[config.mk]
export PLATFORM = sky130hd
export DESIGN_NAME = irq_ctrl
export DESIGN_NICKNAME = d
export VERILOG_FILES = /design/src/rtl/irq_ctrl_pkg.sv /design/src/rtl/irq_ctl_reg.sv /design/src/rtl/irq_pick.sv /design/src/rtl/irq_call_seq.sv /design/src/rtl/irq_ctrl.sv
export SDC_FILE = /design/constraint.sdc
export NUM_CORES = 1
export LEC_CHECK = 0
export BUFFER_PORTS_ARGS = -buffer_cell sky130_fd_sc_hd__buf_2
export CORE_MARGIN = 4
export CORE_UTILIZATION = 48
export CTS_BUF_LIST = sky130_fd_sc_hd__clkbuf_4 sky130_fd_sc_hd__clkbuf_8
export DETAILED_ROUTE_END_ITERATION = 8
export PLACE_DENSITY_LB_ADDON = 0.2
export SYNTH_ARGS = -nofsm -noshare
export SYNTH_HDL_FRONTEND = slang
export SYNTH_SLANG_ARGS = --single-unit
[constraint.sdc]
create_clock -name clk -period 3.5 [get_ports clk]
set_input_delay 0 -clock clk [delete_from_list [all_inputs] [get_ports clk]]
set_output_delay 0 -clock clk [all_outputs]
set_load 0.02 [all_outputs]
[src/rtl/irq_ctrl_pkg.sv]
// Package: shared bit positions and sizes for the interrupt controller.
// Assumes exactly three sources. The word layout is fixed because software decodes it.
package irq_ctrl_pkg;
    localparam int NSRC   = 3;            // timebase, sampler-1, sampler-2
    localparam int REG_W  = 2 * NSRC + 2; // global enable + enables + flags + inhibit
    localparam int B_GEN  = 0;            // global enable
    localparam int B_EN0  = 1;            // first source enable
    localparam int B_FLG0 = B_EN0 + NSRC; // first source flag
    localparam int B_INH  = REG_W - 1;    // timebase inhibit
endpackage

[src/rtl/irq_ctl_reg.sv]
// Module: control/flag word storage.
// Loads the whole word on a write. Overflow pulses set flags and win over the write.
// The acknowledge clears one flag and the global enable. The return strobe sets the
// global enable, and it wins over the acknowledge.
module irq_ctl_reg
    import irq_ctrl_pkg::*;
(
    input  logic             clk,
    input  logic             rst_n,
    input  logic             wr_en,
    input  logic [REG_W-1:0] wr_data,
    input  logic [NSRC-1:0]  ovf,
    input  logic [NSRC-1:0]  flag_clr,
    input  logic             gen_clr,
    input  logic             gen_set,
    output logic [REG_W-1:0] ctl_q
);
    logic [NSRC-1:0] en_q;
    logic [NSRC-1:0] flg_q;
    logic            gen_q;
    logic            inh_q;

    for (genvar g = 0; g < NSRC; g++) begin : g_src
        // Per-source enable: follows software writes only.
        always_ff @(posedge clk) begin
            if (!rst_n)     en_q[g] <= 1'b0;
            else if (wr_en) en_q[g] <= wr_data[B_EN0+g];
        end

        // Per-source flag: pulse sets it, acknowledge clears it, otherwise the write applies.
        always_ff @(posedge clk) begin
            if (!rst_n) flg_q[g] <= 1'b0;
            else        flg_q[g] <= ovf[g] |
                                    (~flag_clr[g] & (wr_en ? wr_data[B_FLG0+g] : flg_q[g]));
        end
    end

    // Global enable: the return strobe sets it, the acknowledge clears it, otherwise the write applies.
    always_ff @(posedge clk) begin
        if (!rst_n) gen_q <= 1'b0;
        else        gen_q <= gen_set | (~gen_clr & (wr_en ? wr_data[B_GEN] : gen_q));
    end

    // Timebase inhibit: follows software writes only.
    always_ff @(posedge clk) begin
        if (!rst_n)     inh_q <= 1'b0;
        else if (wr_en) inh_q <= wr_data[B_INH];
    end

    assign ctl_q = {inh_q, flg_q, en_q, gen_q};
endmodule

[src/rtl/irq_pick.sv]
// Module: eligibility and fixed-priority selection, purely combinational.
// Source 0 (timebase) is also gated by the inhibit bit. The lowest index wins.
module irq_pick
    import irq_ctrl_pkg::*;
(
    input  logic [REG_W-1:0] ctl,
    output logic [NSRC-1:0]  win
);
    logic [NSRC-1:0] elig;

    for (genvar g = 0; g < NSRC; g++) begin : g_elig
        if (g == 0) begin : g_tb
            assign elig[g] = ctl[B_GEN] & ctl[B_EN0+g] & ctl[B_FLG0+g] & ~ctl[B_INH];
        end else begin : g_smp
            assign elig[g] = ctl[B_GEN] & ctl[B_EN0+g] & ctl[B_FLG0+g];
        end
    end

    // Keep only the highest-priority eligible source.
    always_comb begin
        logic taken;
        taken = 1'b0;
        for (int i = 0; i < NSRC; i++) begin
            win[i] = elig[i] & ~taken;
            taken  = taken | elig[i];
        end
    end
endmodule

[src/rtl/irq_call_seq.sv]
// Module: posts one vectored call per evaluation strobe and holds it until acknowledged.
// Assumes the CPU eventually acknowledges each posted call. No re-evaluation happens meanwhile.
module irq_call_seq
    import irq_ctrl_pkg::*;
#(
    parameter int               VEC_W  = 8,
    parameter logic [VEC_W-1:0] VEC_TB = 'h04,
    parameter logic [VEC_W-1:0] VEC_S1 = 'h08,
    parameter logic [VEC_W-1:0] VEC_S2 = 'h0C
) (
    input  logic             clk,
    input  logic             rst_n,
    input  logic             t2_rise,
    input  logic             stack_full,
    input  logic [NSRC-1:0]  win,
    input  logic             call_ack,
    output logic             call_req,
    output logic [VEC_W-1:0] call_vec,
    output logic [NSRC-1:0]  flag_clr,
    output logic             gen_clr
);
    logic             req_q;
    logic [NSRC-1:0]  sel_q;
    logic [VEC_W-1:0] vec_q;
    logic             launch;
    logic             taken;
    logic [VEC_W-1:0] vec_d;

    assign launch = t2_rise & ~req_q & ~stack_full & (|win);
    assign taken  = req_q & call_ack;

    // Map the one-hot winner to its vector.
    always_comb begin
        if (win[0])      vec_d = VEC_TB;
        else if (win[1]) vec_d = VEC_S1;
        else             vec_d = VEC_S2;
    end

    // Post the call on launch and release it on acknowledge.
    always_ff @(posedge clk) begin
        if (!rst_n) begin
            req_q <= 1'b0;
            sel_q <= '0;
            vec_q <= '0;
        end else if (launch) begin
            req_q <= 1'b1;
            sel_q <= win;
            vec_q <= vec_d;
        end else if (taken) begin
            req_q <= 1'b0;
        end
    end

    assign call_req = req_q;
    assign call_vec = vec_q;
    assign flag_clr = taken ? sel_q : '0;
    assign gen_clr  = taken;
endmodule

[src/rtl/irq_ctrl.sv]
// Module: top of the three-source vectored interrupt controller.
// Joins the word storage, the selector and the call sequencer. The CPU handles the stack
// and the program counter. stack_full and the strobes come in synchronous to clk.
module irq_ctrl
    import irq_ctrl_pkg::*;
#(
    parameter int               VEC_W  = 8,
    parameter logic [VEC_W-1:0] VEC_TB = 'h04,
    parameter logic [VEC_W-1:0] VEC_S1 = 'h08,
    parameter logic [VEC_W-1:0] VEC_S2 = 'h0C
) (
    input  logic             clk,
    input  logic             rst_n,
    input  logic             reg_wr,
    input  logic [REG_W-1:0] reg_wdata,
    output logic [REG_W-1:0] reg_rdata,
    input  logic             ovf_tb,
    input  logic             ovf_s1,
    input  logic             ovf_s2,
    input  logic             t2_rise,
    input  logic             stack_full,
    input  logic             call_ack,
    input  logic             reti_stb,
    output logic             call_req,
    output logic [VEC_W-1:0] call_vec
);
    logic [REG_W-1:0] ctl;
    logic [NSRC-1:0]  win;
    logic [NSRC-1:0]  flag_clr;
    logic             gen_clr;

    irq_ctl_reg u_reg (
        .clk      (clk),
        .rst_n    (rst_n),
        .wr_en    (reg_wr),
        .wr_data  (reg_wdata),
        .ovf      ({ovf_s2, ovf_s1, ovf_tb}),
        .flag_clr (flag_clr),
        .gen_clr  (gen_clr),
        .gen_set  (reti_stb),
        .ctl_q    (ctl)
    );

    irq_pick u_pick (
        .ctl (ctl),
        .win (win)
    );

    irq_call_seq #(
        .VEC_W  (VEC_W),
        .VEC_TB (VEC_TB),
        .VEC_S1 (VEC_S1),
        .VEC_S2 (VEC_S2)
    ) u_seq (
        .clk        (clk),
        .rst_n      (rst_n),
        .t2_rise    (t2_rise),
        .stack_full (stack_full),
        .win        (win),
        .call_ack   (call_ack),
        .call_req   (call_req),
        .call_vec   (call_vec),
        .flag_clr   (flag_clr),
        .gen_clr    (gen_clr)
    );

    assign reg_rdata = ctl;
endmodule

==> summary by stage <==
Clocking
The clock insertion delay at the later pin of the skew report is between 0.2 and 0.3 ns. TritonCTS built the clock tree. Clock-pin slew was measured on the worst setup and hold paths at ~0.09 ns. In this run the clock root is driven by a clkbuf_4. The total number of H-tree levels is 1. In this run the post-CTS setup repair buffer count came out at 0. The number of resized instances in the post-cts repair step is 0. The number of buffers on the longest clock path is 2.

The clock drives 14 sinks. The TritonCTS buffer count is 3. The number of buffers inserted for hold repair after clock tree synthesis is 8.

Setup path
The data arrival at the endpoint of the critical path is between 1 and 1.5 ns. STA classifies the critical path endpoint as a register. The startpoint-to-endpoint class of the critical path is register to register. The largest fanout of any net on the critical path is 8. STA classifies the critical path startpoint as a register. The required time at the endpoint of the critical path is approximately 3.7 ns.

Hold path
The min-delay analysis places its worst path in the category primary input to register.

Die
The floorplan has 13 rows. The area of the core region is between 1000 and 1500 um2. The die height is between 40 and 50 um.

The die is around 45 um wide. The number of top-level pins is 35. The die area is just over 2000 um2.

The initial core utilization is 0.5058.

Detailed routing
The detail route stage leaves a number of antenna-violating nets equal to 0. The overall routed net length is about 1.5 mm. After detailed routing, the average wire length per cell comes to 12.44 um. The post-detailed-route DRC marker count is 0. The routed via count is 602. For this run, the detailed router's first-pass iteration total came to 4. The detailed router finished its first iteration with 13 violations.

The ratio of routed vias to standard cells is 5.102.

Synthesis
Of the synthesized area, sequential elements account for 0.4259. The synthesized design spends more area on one cell type than any other, namely dfxtp_1. After synthesis the netlist holds a flip-flop and latch count of 14. Dividing the synthesized area by the synthesized cell count gives ~9.5 um2. Counting instances in the post-synthesis netlist gives the leading cell types as dfxtp_1, buf_4, mux2i_1, nor2_1, a21oi_1. Sorting the synthesized cells by area gives the leading types as dfxtp_1, mux2i_1, buf_4. Among all flip-flop cells after synthesis, the most frequent one is dfxtp_1.

Of all flip-flops after synthesis, the portion carrying an async set or reset was 0. The instance count of the mapped netlist is 69. The most frequent cell after synthesis is dfxtp_1.

The count of flip-flops with a built-in enable after synthesis is 0. The yosys synthesis warning count is 0. The number of different library cells in the post-synthesis netlist is 24.

The top cell type's share of synthesized area is 0.4259. The cell area that synthesis handed to floorplanning was around 660 um2.

STA
Derived from the worst setup path, the maximum achievable clock frequency is between 700 and 800 MHz. In the finished design, the share of the clock period the worst path needs comes to 0.3669. The final worst-path setup slack is 2.216 ns. On the final layout, the worst clock skew is roughly 0.0067 ns.

Setup violations remaining at the end of the flow were counted as 0. The max-slew violation total from the final report is 0. The number of hold violations in the final report is 0. The setup TNS is 0 ns. The worst path needs around 1.3 ns of the cycle, external delays included. Setup repair after global routing left no endpoint under its margin.

Placed design
After detailed placement, the design holds a cell count of approximately 110. Input and output buffers added on the ports amount to 28. The routability congestion estimate is 0.8623. The setup slack at placement is roughly 2.2 ns.

Power and ir drop
The power consumption is about 0.35 mW. For this design the ratio of total power to cell area is around 400 nW/um2. Across the VDD grid, the largest voltage drop is between 0.0003 and 0.0004 V. Summed over all cells, the static leakage comes to roughly 0.44 nW.

Global route
The number of global-route vias before repair is 551. Entering global routing, the biggest net connects 10 pins. In the global route stage, overall resource usage came out at 0.1605. The first global-routing pass estimated 2.366 mm of wire. The number of antenna violations at the first check in global routing is 0. Global routing finished with a remaining overflow of 0.

Cells and area
The register cell area after layout is between 200 and 300 um2. The post-layout instance count excluding filler cells is ~120. The area growth from synthesis to layout is 33.46%. The repair_antennas step left the layout with diodes totalling 0. The fraction of layout cells with a size suffix above 1 is 0.3107. The multi-input logic area is 319.1 um2. The net count of the finished layout is about 120. Counting the fill cells in the layout gives 109.

Job
Max-cap violations in this run came to 0.

Status
The flow ran to the end, and the final reports show no timing, DRC or antenna violations.
==> routing by layer <==
metal	GRT usage	wire length, um	part of all wire	vias up
met5	0	0	0	-
met4	0.08772	17	0.012	0
met3	0.02390	114	0.078	2
met2	0.2542	706	0.48	29
met1	0.2073	630	0.43	267
li1	-	-	-	304
==> power breakdown <==
group | total, mW | switching, mW | internal [mW] | leakage [nW]
sequential | 0.173 | 0.00668 | 0.166 | 0.115
clock | 0.113 | 0.0499 | 0.0632 | 0.0210
combinational | 0.0594 | 0.0322 | 0.0272 | 0.306
total | 0.345 | 0.0888 | 0.256 | 0.442
==> layout make-up <==
cell class | count | share of cell area
clock buffers | 4 | 0.04131
inverters | 1 | 0.004274
multi-input cells | 48 | 0.3632
flip-flops and latches | 14 | 0.3191
well taps | 15 | 0.02137
repair buffers | 36 | 0.2507
==> placed cells by master (no fill, tap or decap) <==
cell,netlist,routed
o211a_1,2,2
o221a_1,1,1
and3b_1,1,1
clkbuf_4,0,3
a31o_1,1,1
nand2_1,3,3
a211o_1,1,1
o22ai_1,1,1
nor2_1,6,6
a31oi_1,3,3
a21oi_1,5,5
a22oi_1,1,1
mux2i_1,8,8
dfxtp_1,14,14
clkbuf_8,0,1
nand3b_1,1,1
o21a_1,4,4
dlygate4sd3_1,0,8
nand4bb_1,1,1
o21ai_0,1,1
conb_1,1,6
or2_1,1,1
or2b_1,1,1
inv_1,1,1
buf_2,2,28
==> logic make-up (layout without fill, tap and decap cells) <==
| kind of cell | Yosys count | after routing | synth area share |
|---|---|---|---|
| other | 1 | 6 | 0.005698 |
| AND/OR/NAND/NOR | 14 | 14 | 0.1141 |
| buffers and inverters | 12 | 41 | 0.1179 |
| AO/OA/AOI/OAI | 20 | 20 | 0.2148 |
| flip-flops | 14 | 14 | 0.4259 |
| multiplexers | 8 | 8 | 0.1217 |
==> stage by stage <==
stage / utilization / instance area [um2] / hold WS [ns]
after floorplan: - / 676.9 / 0.1238
after global placement: 0.5856 / 762.0 / 0.2086
final: 0.6750 / 878.3 / 0.03524
after detailed placement: 0.5856 / 762.0 / 0.2104
after CTS: 0.6750 / 878.3 / 0.03718
after global routing: 0.6750 / 878.3 / 0.04301
==> flip-flops by register name (all words and copies together), names as in the netlist <==
signal	cells
u_reg.gen_q	1
u_seq.call_vec	2
u_reg.ctl_q	6
u_reg.inh_q	1
u_seq.call_req	1
u_seq.sel_q	3
==> final timing paths <==
| check | slack, ns | cells after the start | endpoint | startpoint |
|---|---|---|---|---|
| min | 0.04 | 2 | u_reg.ctl_q[4] | rst_n |
| max reg2reg | 2.22 | 3 | u_seq.call_vec[2] | u_seq.call_req |
| min reg2reg | 0.47 | 2 | u_seq.sel_q[1] | u_seq.sel_q[1] |
| max | 2.22 | 3 | u_seq.call_vec[2] | u_seq.call_req |
==> critical path, cell delays in order, from the launching register on <==
cell,delay (ns)
dfxtp_1,0.36
nand4bb_1,0.34
a211o_1,0.36
o211a_1,0.12
Note: power is estimated with default switching activity, not from simulation.
